### src/rtl/pow2_div_pkg.sv
package pow2_div_pkg;

    // Control states of the divider
    typedef enum logic [1:0] {
        ST_CLEAR   = 2'd0,
        ST_INHIBIT = 2'd1,
        ST_DIVIDE  = 2'd2
    } div_state_e;

    // Lowest code that selects a counter stage
    localparam int MIN_DIV_CODE = 2;

    function automatic div_state_e mode_for_code(input int code);
        return (code >= MIN_DIV_CODE) ? ST_DIVIDE : ST_INHIBIT;
    endfunction

endpackage

### src/rtl/pow2_div_sync.sv
// Multi-stage level synchronizer with asynchronous clear to zero.
// With d tied high and rst_n on the raw clear, it releases a reset synchronously.
module pow2_div_sync #(
    parameter int STAGES = 2
) (
    input  logic clk,
    input  logic rst_n,
    input  logic d,
    output logic q
);
    logic [STAGES-1:0] chain;

    generate
        if (STAGES == 1) begin : g_single
            always_ff @(posedge clk or negedge rst_n) begin
                if (!rst_n) chain <= '0;
                else        chain <= d;
            end
        end else begin : g_multi
            always_ff @(posedge clk or negedge rst_n) begin
                if (!rst_n) chain <= '0;
                else        chain <= {chain[STAGES-2:0], d};
            end
        end
    endgenerate

    assign q = chain[STAGES-1];
endmodule

### src/rtl/pow2_div_gate.sv
// Edge detection of the two synchronized count pins with mutual inhibit.
module pow2_div_gate (
    input  logic clk,
    input  logic rst_n,
    input  logic lvl_a,
    input  logic lvl_b,
    output logic inc
);
    logic prev_a;
    logic prev_b;

    always_ff @(posedge clk or negedge rst_n) begin
        if (!rst_n) begin
            prev_a <= 1'b0;
            prev_b <= 1'b0;
        end else begin
            prev_a <= lvl_a;
            prev_b <= lvl_b;
        end
    end

    // A rise on one pin counts only if the other was low; both rising count once.
    always_comb begin
        inc = 1'b0;
        if (!prev_a && !prev_b && (lvl_a || lvl_b)) inc = 1'b1;
    end

    // a count always follows a rise of a pin whose partner was low
    p_gate_source_r6: assert property (@(posedge clk) disable iff (!rst_n)
        inc |-> (($rose(lvl_a) && !$past(lvl_b)) || ($rose(lvl_b) && !$past(lvl_a))));

    // one pulse per edge event, never two in a row
    p_once_r7: assert property (@(posedge clk) disable iff (!rst_n)
        inc |=> !inc);
endmodule

### src/rtl/pow2_div_counter.sv
// Binary count register advanced by the gated increment pulse.
module pow2_div_counter #(
    parameter int CNT_W = 31
) (
    input  logic             clk,
    input  logic             rst_n,
    input  logic             inc,
    output logic [CNT_W-1:0] cnt
);
    always_ff @(posedge clk or negedge rst_n) begin
        if (!rst_n)   cnt <= '0;
        else if (inc) cnt <= cnt + 1'b1;
    end

    // counter is zero whenever the internal clear is active
    p_clear_zero_r3: assert property (@(posedge clk)
        !rst_n |-> (cnt == '0));

    // each pulse from the gate moves the count by exactly one
    p_step_one_r4: assert property (@(posedge clk) disable iff (!rst_n)
        inc |=> (cnt == $past(cnt) + 1'b1));

    // without a pulse the count holds
    p_hold_r6: assert property (@(posedge clk) disable iff (!rst_n)
        !inc |=> $stable(cnt));
endmodule

### src/rtl/pow2_div_ctrl.sv
// Clear release, code register, mode state machine and output stage select.
module pow2_div_ctrl
    import pow2_div_pkg::*;
#(
    parameter int CODE_W     = 5,
    parameter int RST_STAGES = 2,
    localparam int CNT_W     = (1 << CODE_W) - 1
) (
    input  logic              clk,
    input  logic              clr_n_i,
    input  logic [CODE_W-1:0] code_i,
    input  logic [CNT_W-1:0]  cnt,
    output logic              rst_n_o,
    output logic              q_o
);
    div_state_e        state;
    div_state_e        state_nxt;
    logic [CODE_W-1:0] code_q;
    logic [CODE_W-1:0] sel_idx;

    // Clear asserts at once and releases after RST_STAGES clocks
    pow2_div_sync #(.STAGES(RST_STAGES)) u_rst_sync (
        .clk   (clk),
        .rst_n (clr_n_i),
        .d     (1'b1),
        .q     (rst_n_o)
    );

    always_ff @(posedge clk or negedge rst_n_o) begin
        if (!rst_n_o) code_q <= '0;
        else          code_q <= code_i;
    end

    // State register
    always_ff @(posedge clk or negedge rst_n_o) begin
        if (!rst_n_o) state <= ST_CLEAR;
        else          state <= state_nxt;
    end

    // Next-state logic
    always_comb begin
        state_nxt = state;
        unique case (state)
            ST_CLEAR:   state_nxt = mode_for_code(int'(code_i));
            ST_INHIBIT: state_nxt = mode_for_code(int'(code_i));
            ST_DIVIDE:  state_nxt = mode_for_code(int'(code_i));
            default:    state_nxt = ST_CLEAR;
        endcase
    end

    assign sel_idx = code_q - {{(CODE_W-1){1'b0}}, 1'b1};

    // Output logic
    always_comb begin
        q_o = 1'b0;
        unique case (state)
            ST_CLEAR:   q_o = 1'b0;
            ST_INHIBIT: q_o = 1'b0;
            ST_DIVIDE:  q_o = cnt[sel_idx];
            default:    q_o = 1'b0;
        endcase
    end

    // inhibit codes keep the output low
    p_inhibit_low_r2: assert property (@(posedge clk) disable iff (!rst_n_o)
        (int'(code_q) < MIN_DIV_CODE) |-> !q_o);

    // divide mode always agrees with the registered code
    p_state_code_r9: assert property (@(posedge clk) disable iff (!rst_n_o)
        (state == ST_DIVIDE) |-> (int'(code_q) >= MIN_DIV_CODE));

    // internal release only after the clear pin was already high
    p_release_r10: assert property (@(posedge clk) disable iff (!clr_n_i)
        $rose(rst_n_o) |-> $past(clr_n_i));
endmodule

### src/rtl/pow2_divider.sv
// Programmable power-of-two divider top level.
module pow2_divider #(
    parameter int CODE_W      = 5,
    parameter int SYNC_STAGES = 2,
    parameter int TAP0        = 0,
    parameter int TAP1        = 3,
    parameter int TAP2        = 8
) (
    input  logic              clk,
    input  logic              clr_n,
    input  logic              cnt_clk_a,
    input  logic              cnt_clk_b,
    input  logic [CODE_W-1:0] code_i,
    output logic              q_o,
    output logic [2:0]        tap_o
);
    localparam int CNT_W = (1 << CODE_W) - 1;

    logic             rst_n_int;
    logic [1:0]       pin_raw;
    logic [1:0]       pin_lvl;
    logic             inc;
    logic [CNT_W-1:0] cnt;

    assign pin_raw = {cnt_clk_b, cnt_clk_a};

    generate
        for (genvar i = 0; i < 2; i++) begin : g_pin_sync
            pow2_div_sync #(.STAGES(SYNC_STAGES)) u_sync (
                .clk   (clk),
                .rst_n (rst_n_int),
                .d     (pin_raw[i]),
                .q     (pin_lvl[i])
            );
        end
    endgenerate

    pow2_div_gate u_gate (
        .clk   (clk),
        .rst_n (rst_n_int),
        .lvl_a (pin_lvl[0]),
        .lvl_b (pin_lvl[1]),
        .inc   (inc)
    );

    pow2_div_counter #(.CNT_W(CNT_W)) u_cnt (
        .clk   (clk),
        .rst_n (rst_n_int),
        .inc   (inc),
        .cnt   (cnt)
    );

    pow2_div_ctrl #(.CODE_W(CODE_W), .RST_STAGES(2)) u_ctrl (
        .clk     (clk),
        .clr_n_i (clr_n),
        .code_i  (code_i),
        .cnt     (cnt),
        .rst_n_o (rst_n_int),
        .q_o     (q_o)
    );

    // fixed taps, independent of the code
    assign tap_o = {cnt[TAP2], cnt[TAP1], cnt[TAP0]};
endmodule

### config.mk
export PLATFORM = sky130hd
export DESIGN_NAME = pow2_divider
export DESIGN_NICKNAME = d
export VERILOG_FILES = /design/src/rtl/pow2_div_pkg.sv /design/src/rtl/pow2_div_sync.sv /design/src/rtl/pow2_div_gate.sv /design/src/rtl/pow2_div_counter.sv /design/src/rtl/pow2_div_ctrl.sv /design/src/rtl/pow2_divider.sv
export SDC_FILE = /design/constraint.sdc
export NUM_CORES = 1
export LEC_CHECK = 0
export ABC_CLOCK_PERIOD_IN_PS = 3100
export CORE_UTILIZATION = 45
export DETAILED_ROUTE_END_ITERATION = 8
export DONT_BUFFER_PORTS = 1
export PLACE_DENSITY = 0.58
export SYNTH_ARGS = -nofsm -noshare
export SYNTH_HDL_FRONTEND = slang
export SYNTH_SLANG_ARGS = --single-unit
### constraint.sdc
create_clock -name clk -period 3.1 [get_ports clk]
set_input_delay 0 -clock clk [delete_from_list [all_inputs] [get_ports clk]]
set_output_delay 0 -clock clk [all_outputs]
set_load 0.01 [all_outputs]
# After elaboration in Yosys (flattened, before gate mapping)
# Cells that the tools add are included.
# Widths: inputs -> output; s select.
# totals
output_inout_bits	4
reg_bits	46
input_bits	9
word_cells	27
# classes
reduce_logical	7
addsub	2
eq_ne	2
mux	6
magnitude_cmp	2
# ops
cell	count
$add 31x1->31 const B	1
$lt 5x6->1 const B	1
$bmux 1 s5	1
$ge 5x2->1 const B	1
$sub 5x1->5 const B	1
$mux 2	2
$mux 1	3
$reduce_or 3->1	1
$eq 2x1->1 const B	1
$eq 2x2->1 const B	1
$logic_and 1x1->1	2
$logic_not 1->1	2
$logic_not 2->1	1
$logic_or 1x1->1	1

# Longest topological paths before layout
# Gate-level depths: netlist of the first run.
# depth
depth_word	4
ltp_mapped	9
ltp_nobuf	7

# Modules after synthesis
# From an unflattened synthesis of the first run, not the netlist that was laid out.
# unflattened
hier_cells	175
hier_area_um2	2259.7
# modules_own_cells
module	seq_area_each_um2	area_per_inst_um2	n_inst	cells_per_inst
pow2_div_counter	775.7	1473.9	1	120
pow2_div_ctrl	175.2	571.8	1	45
pow2_div_sync	50.0	50.0	3	2
pow2_div_gate	50.0	63.8	1	4

# Worst setup path before layout of the first run
# OpenSTA, ideal clock, no wires.
# synth_timing
kind	flip-flop to output port
startpoint	register u_ctrl.code_q[0]
endpoint	output q_o
path_stages_with_launch	9
t_arrival_ps	2251
slack_ps	849
required_ps	3100
n_path_buf	1
path_cell_list	dfrtp_1 -> buf_2 -> inv_1 -> ha_1 -> xor2_2 -> mux4_1 -> nor2b_1 -> o41ai_1 -> o311a_1
# synth_between
elab_chain_len	4
# synth_lines
element	line	text
start: declaration	pow2_div_ctrl.sv:18	logic [CODE_W-1:0] code_q;
start signal: assignment	pow2_div_ctrl.sv:31	else code_q <= code_i;
$sub 5x1->5	pow2_div_ctrl.sv:51	assign sel_idx = code_q - {{(CODE_W-1){1'b0}}, 1'b1};
$bmux 1 s5	pow2_div_ctrl.sv:59	ST_DIVIDE: q_o = cnt[sel_idx];
$mux 1 (implied by the code)	pow2_div_ctrl.sv:59	
$mux 1	pow2_div_ctrl.sv:56	unique case (state)
end: declaration	pow2_divider.sv:14	output logic q_o,
# Every way passes these cells. The select of a mux whose other input is x is not followed.

# Worst setup path after layout of the first run
# Same ends and word-level chain as after synthesis.

==> flow_summary.toml, run 1 <==
[clock_network]
clkSlewWorstSetupHoldPaths_ns = 0.09
htreeDepth = 2
cts_buffers = 5
ctsResizeCount = 0
clockBufferDepth = 2
root_buffer = "clkbuf_8"
clkLatencyLatePin_ns = 0.31
cts_tree = "built"
cts_sinks = 46

[logic_synthesis]
yosysUniqueCellTypes = 37
synth_seq_cells = 46
ys_top_cells_by_count = "dfrtp_1, xnor2_1, xor2_1"
yosysWarningCount = 0
yosysMostFrequentCell = "dfrtp_1"
synth_ff_type = "dfrtp_1"
synth-edff-count = 0
synth.top_cells.by_area = "dfrtp_1, mux4_1, xnor2_1, xor2_1, nand3_1"
syn-num-nets = 186
avgSynthCellArea_um2 = 12.7
ys_seq_area_frac = 0.520
syn_area_mm2 = 0.00221
synthCells = 175
postSynth.asyncResetShare = 1.00
yosysTopAreaCell = "dfrtp_1"
yosysTopAreaCellShare = 0.520

[global_routing]
grt_pass1_vias = 1298
antenna_found_initial = 0
grt_max_degree = 45
grt.total_usage = 0.159
grt_pass1_wl_mm = 6.21
grt_overflow_total = 0

[placement]
dp.cells = 235
gp_congestion = 0.814
hpwl_mm = 2.59
port-buffer-count = 0

[layout]
diodes = 0
area_delta_synth_final_pct = 10.9
final_cells = 252
drive_gt1_frac = 0.119
nets = 195

[sta]
drv_slew = 0
fin_crit_sh = 0.904
rsz0062_at_grt = "no"
setup_tns_ns = 0
fin_hold_ws_ns = 0.252
max_slew_margin = 0.382
worst_pin_slew_ns = 0.926
fmax_mhz = 357
hold_viol = 0
setup_violations = 0
fin_crit_ns = 2.80
fin_skew_ns = 0.00783

[detailed_routing]
first_pass_iters = 4
wl_mm = 3.65
route.detailed.drc = 0
vias_per_cell = 5.12
drt_iter0_drc = 86
ant_nets = 0
vias = 1290
wl_per_cell_um = 14.5

[die]
pin_count = 13
die_h_um = 72.2
die_area_mm2 = 0.00521
num_rows = 25
die_w_um = 72.2
start_util = 0.469
core_mm2 = 0.00472

[worst_setup_path]
endpoint_kind = "primary output"
crit_type = "flop to primary output"
start_kind = "flop"
critical_path.max_fanout = 11
cp.required_ns = 3.10
cp.arrival_ns = 2.80

[power_and_ir_drop]
p_per_area_mw_per_mm2 = 538
p_leak_uw = 0.00110
finalPower_uw = 1320
ir_drop_uv = 305

[flow_run]
cap_violations = 0

[hold_path]
hold_path_class = "input pin to flop"

[run_status]
outcome = "finished, final reports clean"
==> registers in the layout, indices dropped and copies added (netlist names) <==
signal,flops
u_gate.prev_a,1
u_ctrl.state,2
g_pin_sync.u_sync.chain,4
u_cnt.cnt,31
u_gate.prev_b,1
u_ctrl.u_rst_sync.chain,2
u_ctrl.code_q,5
==> area by class of cell <==
class	count	area, um^2
flip-flops and latches	46	1150
multi-input cells	115	990
repair buffers	9	90.1
well taps	67	83.8
clock buffers	5	68.8
clock inverters	3	45.0
fillers	414	2270
inverters	7	26.3
==> layer usage <==
layer  track usage  up-vias  part of all wire
li1              -      628                 -
met1         0.214      645              0.49
met2         0.239       12              0.47
met3        0.0472        5             0.025
met4        0.0719        0             0.019
met5             0        -                 0
==> worst paths after layout <==
kind                                          startpoint                       endpoint  slack (ns)  cells past startpoint
max                                     u_ctrl.code_q[0]                            q_o        0.30                      7
min                                            cnt_clk_b  g_pin_sync[1].u_sync.chain[0]        0.25                      1
max reg2reg                                 u_cnt.cnt[3]                  u_cnt.cnt[19]        1.12                      5
min reg2reg                g_pin_sync[1].u_sync.chain[0]  g_pin_sync[1].u_sync.chain[1]        0.35                      0
max in group asynchronous     u_ctrl.u_rst_sync.chain[1]                  u_cnt.cnt[22]        2.11                      0
min in group asynchronous     u_ctrl.u_rst_sync.chain[1]                   u_cnt.cnt[9]        0.42                      0
==> metrics by stage <==
step,cell area (um^2),worst slack [ns],utilization
after CTS,2460,0.279,0.520
after global placement,2250,0.650,0.477
after floorplan,2210,0.849,-
after detailed placement,2250,0.618,0.477
after global routing,2460,0.144,0.520
final,2460,0.298,0.520
==> kinds of logic (layout without fill, tap and decap cells) <==
logic type,Yosys count,in the layout,share of synthesized area
simple gates,62,62,0.173
compound gates,5,5,0.0175
flops,46,46,0.520
xor+xnor,33,33,0.137
other cells,1,1,0.00169
mux,12,12,0.106
fa+ha+maj,2,2,0.0113
buf+inv,14,24,0.0333
==> what timing repair did <==
item	4_1_cts	5_1_grt
setup endpoints to repair	0	0
buffers inserted	0	0
hold buffers	9	0
hold endpoints to repair	11	0
==> report_power, final <==
part           switching [uW]  leakage, uW  internal (uW)
Combinational            67.0     0.000448           80.6
Sequential               81.7     0.000598            643
Clock                     208    0.0000504            240
==> layout by cell type, fill, tap and decap left out, types with 4 or more instances in the layout <==
master / synthesis / final
dfrtp_1: 46 / 45
xnor2_1: 18 / 18
xor2_1: 13 / 13
nand2_1: 12 / 12
nor2_1: 10 / 10
nand3_1: 9 / 9
dlygate4sd3_1: 0 / 9
inv_1: 7 / 7
nor3_1: 6 / 6
mux4_1: 6 / 6
nand4_1: 5 / 5
clkbuf_8: 0 / 5
nor3b_1: 4 / 4
==> worst max-delay path: stages (launching register included) <==
cell	delay [ns]
dfrtp_1	0.57
inv_1	0.08
ha_1	0.49
mux4_2	0.54
mux2_2	0.27
nand3_1	0.07
o41ai_1	0.07
o311a_1	0.40
No activity file was read; power rests on OpenSTA's default activity.
==> run 2: changes to the inputs <==
- CORE_MARGIN: default -> 3
- SETUP_SLACK_MARGIN: default -> 0.15
- SYNTH_HIERARCHICAL: default -> 1
==> run 2 against run 1 <==
Largest power group unchanged. Via count grew 6.7%. Highest routed layer unchanged. Utilization grew 0.60 points. Synthesized area grew 2.0%. Clock power shrank 4%. Final cell count grew 1.6%. Register-to-register slack lost 0.25 ns. Largest cell class unchanged.
==> flow_summary.toml, run 2 <==
[run_status]
outcome = "finished, final reports clean"

[logic_synthesis]
synth_fa_ha_area_frac = 0.0111
yosys.area_share.simple = 0.204
synth.top_cells.by_area = "dfrtp_1, xnor2_1, mux4_1, nand4_1, nor4_4"
yosysTopAreaCellShare = 0.509
postSynth.asyncResetShare = 1.00
synth_compound_area_frac = 0.0221
syn_area_mm2 = 0.00226
yosysWarningCount = 6
synthCells = 175
synth_ff_type = "dfrtp_1"
ys_top_cells_by_count = "dfrtp_1, xnor2_1, nand4_1"
yosys.area_share.xor_xnor = 0.135
avgSynthCellArea_um2 = 12.9
synth-edff-count = 0
synth_top_family_by_area = "simple AND/OR/NAND/NOR gates"
yosysTopAreaCell = "dfrtp_1"
syn-num-nets = 186
yosysMostFrequentCell = "dfrtp_1"
ys_seq_area_frac = 0.509
yosysUniqueCellTypes = 39
synth_seq_cells = 46
synthMuxAreaShare = 0.0986

[worst_setup_path]
cp.arrival_ns = 2.73
crit_path_max_incr_delay_ns = 0.53
path_cells = "clkinv_1, ha_2, mux2i_1, mux4_1, nor3b_1, a41oi_1, o311a_1"
cp.buffers_inverters = 1
slowest_stage = "dfrtp_1"
endpoint_kind = "primary output"
cp.required_ns = 3.10
r2r_cells = 5
reg2reg_slack_ns = 0.87
start_kind = "flop"
cpLargestDelayFamily = "multiplexers"
critical_path.max_fanout = 10
r2r-end = "u_cnt/cnt[23]"
crit_type = "flop to primary output"
r2r-start = "u_gate/prev_a"

[sta]
max_slew_margin = 0.368
setup_tns_ns = 0
rsz0062_at_grt = "no"
fin_crit_sh = 0.882
worst_pin_slew_ns = 0.948
fmax_mhz = 366
fin_crit_ns = 2.73
setup_violations = 0
drv_slew = 0
fin_hold_ws_ns = 0.258
fin_skew_ns = 0.00389
layout_setup_ws_ns = 0.366
hold_viol = 0

[layout]
final_cell_mix = "dfrtp_1, xnor2_1, nand4_1, nand2_1, dlygate4sd3_1"
final_util = 0.526
largest_reg_flops = 31
drive_gt1_frac = 0.138
top_register = "u_cnt/cnt"
reg.largest.list = "u_cnt/cnt (31), u_ctrl/code_q (5), g_pin_sync.u_sync/chain (4)"
area_delta_synth_final_pct = 11.4
nets = 199
diodes = 0
final_common_cell = "dfrtp_1"

[detailed_routing]
vias = 1376
first_pass_iters = 4
drt_iter0_drc = 65
ant_nets = 0
wl_mm = 3.97
wl_per_cell_um = 15.5
vias_per_cell = 5.38
route.detailed.drc = 0

[die]
start_util = 0.472
die_w_um = 76.9
pin_count = 13
num_rows = 25
die_area_mm2 = 0.00591
die_h_um = 76.9
core_mm2 = 0.00479

[placement]
gp_congestion = 0.854
hpwl_mm = 2.76
port-buffer-count = 0
place_ws_ns = 0.611

[global_routing]
grt_max_degree = 45
grt_pass1_vias = 1459
grt_overflow_total = 0
grt.total_usage = 0.152
antenna_found_initial = 0
grt_pass1_wl_mm = 7.05

[clock_network]
clockBufferDepth = 2
clkLatencyLatePin_ns = 0.29
cts_buffers = 5
cts_tree = "built"
cts_sinks = 46
root_buffer = "clkbuf_8"
htreeDepth = 2
clkSlewWorstSetupHoldPaths_ns = 0.08

[power_and_ir_drop]
ir_drop_uv = 260
finalPower_uw = 1290
p_leak_uw = 0.00108
p_per_area_mw_per_mm2 = 514

[hold_path]
hold_path_end = "g_pin_sync[0].u_sync/chain[0]"
hold_path_class = "input pin to flop"
whs_path_depth = 1
hold_start = "cnt_clk_a"

[flow_run]
cap_violations = 0
==> run 2: cell types whose count changed in the layout (fill, tap and decap cells not counted), moves of 3 or more <==
cell	before	now
inv_1	7	2
mux2i_1	2	5
nand4_1	5	14
nor2_1	10	5
nor3_1	6	1
xnor2_1	18	26
xor2_1	13	7
==> run 2: layout make-up <==
type	count	area, um^2
sequential	46	1150
clock inverter	2	37.5
multi-input combinational	123	1070
fill	406	2270
clock buffer	6	72.6
tap	67	83.8
timing repair buffer	9	90.1
inverter	3	11.3
==> run 2: what timing repair did <==
action                                  4_1_cts  5_1_grt
resized for setup                             0        1
buffers inserted                              0        0
endpoints found under the setup margin        0        1
hold endpoints to repair                     10        0
hold buffers                                  9        0
==> run 2: power by group <==
part           switching, uW  internal (uW)  leakage (uW)
sequential              89.8            643      0.000598
combinational           54.1           75.0      0.000428
clock                    191            240     0.0000514
==> run 2: per-layer routing <==
layer,vias up,track usage,routed length (um)
met2,21,0.222,1820
met3,2,0.0399,117
met5,-,0,0
met4,0,0.0562,27
met1,693,0.218,2010
li1,660,-,-
==> run 2: through the flow <==
step,cell area [um^2],cells
final,2520,256
after global routing,2520,256
after CTS,2510,256
after global placement,2310,239
after detailed placement,2310,239
after floorplan,2260,175
==> run 2: worst reg2reg max path: cells and delay by family, from the launching register on <==
family	cells	cell delay [ns]
AND/OR/NAND/NOR	4	1.56
flip-flops	1	0.38
XOR/XNOR	1	0.18
==> run 2: kinds of logic (layout without fill, tap and decap cells) <==
family | Yosys count | count (layout)
compound gates | 7 | 7
xor+xnor | 34 | 34
fa+ha+maj | 2 | 2
buf+inv | 6 | 20
flops | 46 | 46
mux | 13 | 13
other cells | 1 | 1
simple gates | 66 | 66
==> run 2: worst max path at each step <==
stage	start	cells past startpoint	endpoint	slack, ns
6_report	u_ctrl/code_q[0]	7	q_o	0.37
5_1_grt	u_ctrl/code_q[0]	7	q_o	0.16
4_1_cts	u_ctrl/code_q[0]	7	q_o	0.27
3_5_place_dp	u_ctrl/code_q[0]	7	q_o	0.61
3_3_place_gp	u_ctrl/code_q[0]	7	q_o	0.69
2_1_floorplan	u_ctrl/code_q[0]	9	q_o	0.99
==> run 3: changes to the inputs <==
- ABC_CLOCK_PERIOD_IN_PS: 3100 -> 3300
- CORE_MARGIN: 3 -> default
- PLACE_DENSITY: 0.58 -> 0.6
- clock period: 3.1 -> 3.3 ns (I/O delays scaled with it)
==> run 3 against run 2 <==
First-iteration DRC count decreased by 26%. Clock skew increased by 0.0028 ns. Total power decreased by 10%. Flip-flop and latch count unchanged. Register-to-register slack improved by 0.18 ns. Design area decreased by 0.70%. Combinational power decreased by 5%. Final cell count unchanged. Sequential share of layout area increased by 0.32 points. Setup slack improved by 0.14 ns.
==> flow_summary.toml, run 3 (same netlist as run 2, synthesis figures left out) <==
[power_and_ir_drop]
p_leak_uw = 0.00108
ir_drop_uv = 252
comb_power_share = 0.104
p_per_area_mw_per_mm2 = 466
switching_share = 0.277
intPower_uw = 842
p_seq_frac = 0.589
finalPower_uw = 1160
p_clk_frac = 0.306
p_sw_uw = 322

[sta]
fin_crit_sh = 0.847
drv_slew = 0
rsz0062_at_grt = "no"
worst_pin_slew_ns = 0.907
fin_crit_ns = 2.79
hold_viol = 0
fin_skew_ns = 0.00670
fmax_mhz = 358
max_slew_margin = 0.396
setup_violations = 0
layout_setup_ws_ns = 0.506
setup_tns_ns = 0

[detailed_routing]
wl_per_cell_um = 15.3
drt_iter0_drc = 48
first_pass_iters = 4
vias = 1378
ant_nets = 0
vias_per_cell = 5.38
route.detailed.drc = 0
wl_mm = 3.92

[layout]
drive_gt1_frac = 0.138
diodes = 0
area_delta_synth_final_pct = 10.6
largest_reg_flops = 31
final_util = 0.522
reg.largest.list = "u_cnt/cnt (31), u_ctrl/code_q (5), g_pin_sync.u_sync/chain (4)"
final_cell_mix = "dfrtp_1, xnor2_1, nand4_1, nand2_1, dlygate4sd3_1"
post-route-cell-area_mm2 = 0.00250
final_common_cell = "dfrtp_1"
nets = 199
top_register = "u_cnt/cnt"

[worst_setup_path]
start_kind = "flop"
cp.required_ns = 3.30
cp.arrival_ns = 2.79
crit_type = "flop to primary output"
cpLargestDelayFamily = "multiplexers"
crit_cells = 7
cp.buffers_inverters = 1
r2r_cells = 5
slowest_stage = "ha_1"
path_cells = "clkinv_1, ha_1, mux2i_1, mux4_1, nor3b_1, a41oi_1, o311a_1"
endpoint_kind = "primary output"
critical_path.max_fanout = 10
crit_path_max_incr_delay_ns = 0.56

[clock_network]
htreeDepth = 2
cts_hold_buf = 9
cts_sinks = 46
clkSlewWorstSetupHoldPaths_ns = 0.09
clkLatencyLatePin_ns = 0.30
cts_tree = "built"
cts_buffers = 5
cts_setup_buffers = 0
ctsResizeCount = 0
clockBufferDepth = 2
root_buffer = "clkbuf_8"

[global_routing]
grt_max_degree = 45
met2_usage = 0.285
grt_overflow_total = 0
use_met1 = 0.241
grt_pass1_vias = 1492
grt.total_usage = 0.182
grt_pass1_wl_mm = 7.20
grt.met3_usage = 0.0359
antenna_found_initial = 0
busiest_layer = "met2"

[placement]
gp_congestion = 0.777
placed_cell_area_mm2 = 0.00231
hpwl_mm = 2.88
place_ws_ns = 0.819
port-buffer-count = 0

[die]
die_h_um = 72.9
pin_count = 13
start_util = 0.472
die_area_mm2 = 0.00531
die_w_um = 72.9
num_rows = 25
core_mm2 = 0.00479

[hold_path]
whs_path_depth = 1
hold_path_class = "input pin to flop"

[flow_run]
cap_violations = 0

[run_status]
outcome = "finished, final reports clean"
==> run 3: changes by cell type in the layout (fill, tap and decap cells not counted) <==
cell / before / now
bufinv_16: 1 / 0
clkbuf_1: 1 / 0
clkbuf_8: 5 / 6
clkinv_2: 0 / 1
ha_1: 1 / 2
ha_2: 1 / 0
==> run 3: layout make-up <==
class	count	area, um^2
flip-flops and latches	46	1150
well taps	67	83.8
inverters	3	11.3
multi-input cells	123	1070
clock buffers	6	82.6
fillers	419	2290
clock inverters	2	12.5
repair buffers	9	90.1
==> run 3: final timing paths <==
kind	slack, ns	to	startpoint
worst max-delay path	0.51	q_o	u_ctrl/code_q[0]
worst min register to register	0.36	g_pin_sync[1].u_sync/chain[1]	g_pin_sync[1].u_sync/chain[0]
worst min-delay path	0.25	g_pin_sync[1].u_sync/chain[0]	cnt_clk_b
min in group asynchronous	0.41	u_cnt/cnt[6]	u_ctrl/u_rst_sync/chain[1]
worst max register to register	1.05	u_cnt/cnt[23]	u_gate/prev_a
max in group asynchronous	2.32	u_cnt/cnt[27]	u_ctrl/u_rst_sync/chain[1]
==> run 3: metal layers <==
| layer | part of all wire | routed length (um) | up-vias |
|---|---|---|---|
| li1 | - | - | 663 |
| met1 | 0.47 | 1850 | 688 |
| met2 | 0.47 | 1860 | 20 |
| met3 | 0.034 | 134 | 7 |
| met4 | 0.020 | 78 | 0 |
| met5 | 0 | 0 | - |
==> run 3: stage by stage <==
stage | hold WS [ns] | cells
after floorplan | -0.296 | 175
final | 0.246 | 256
after global routing | 0.231 | 256
after CTS | 0.239 | 256
after detailed placement | -0.296 | 239
after global placement | -0.296 | 239
==> run 3: power groups by stage <==
stage	clock network (uW)	logic, uW	registers [uW]
2_1_floorplan	0	104	677
3_3_place_gp	0	108	697
3_5_place_dp	0	113	699
4_1_cts	360	123	688
5_1_grt	397	135	698
6_report	357	122	686
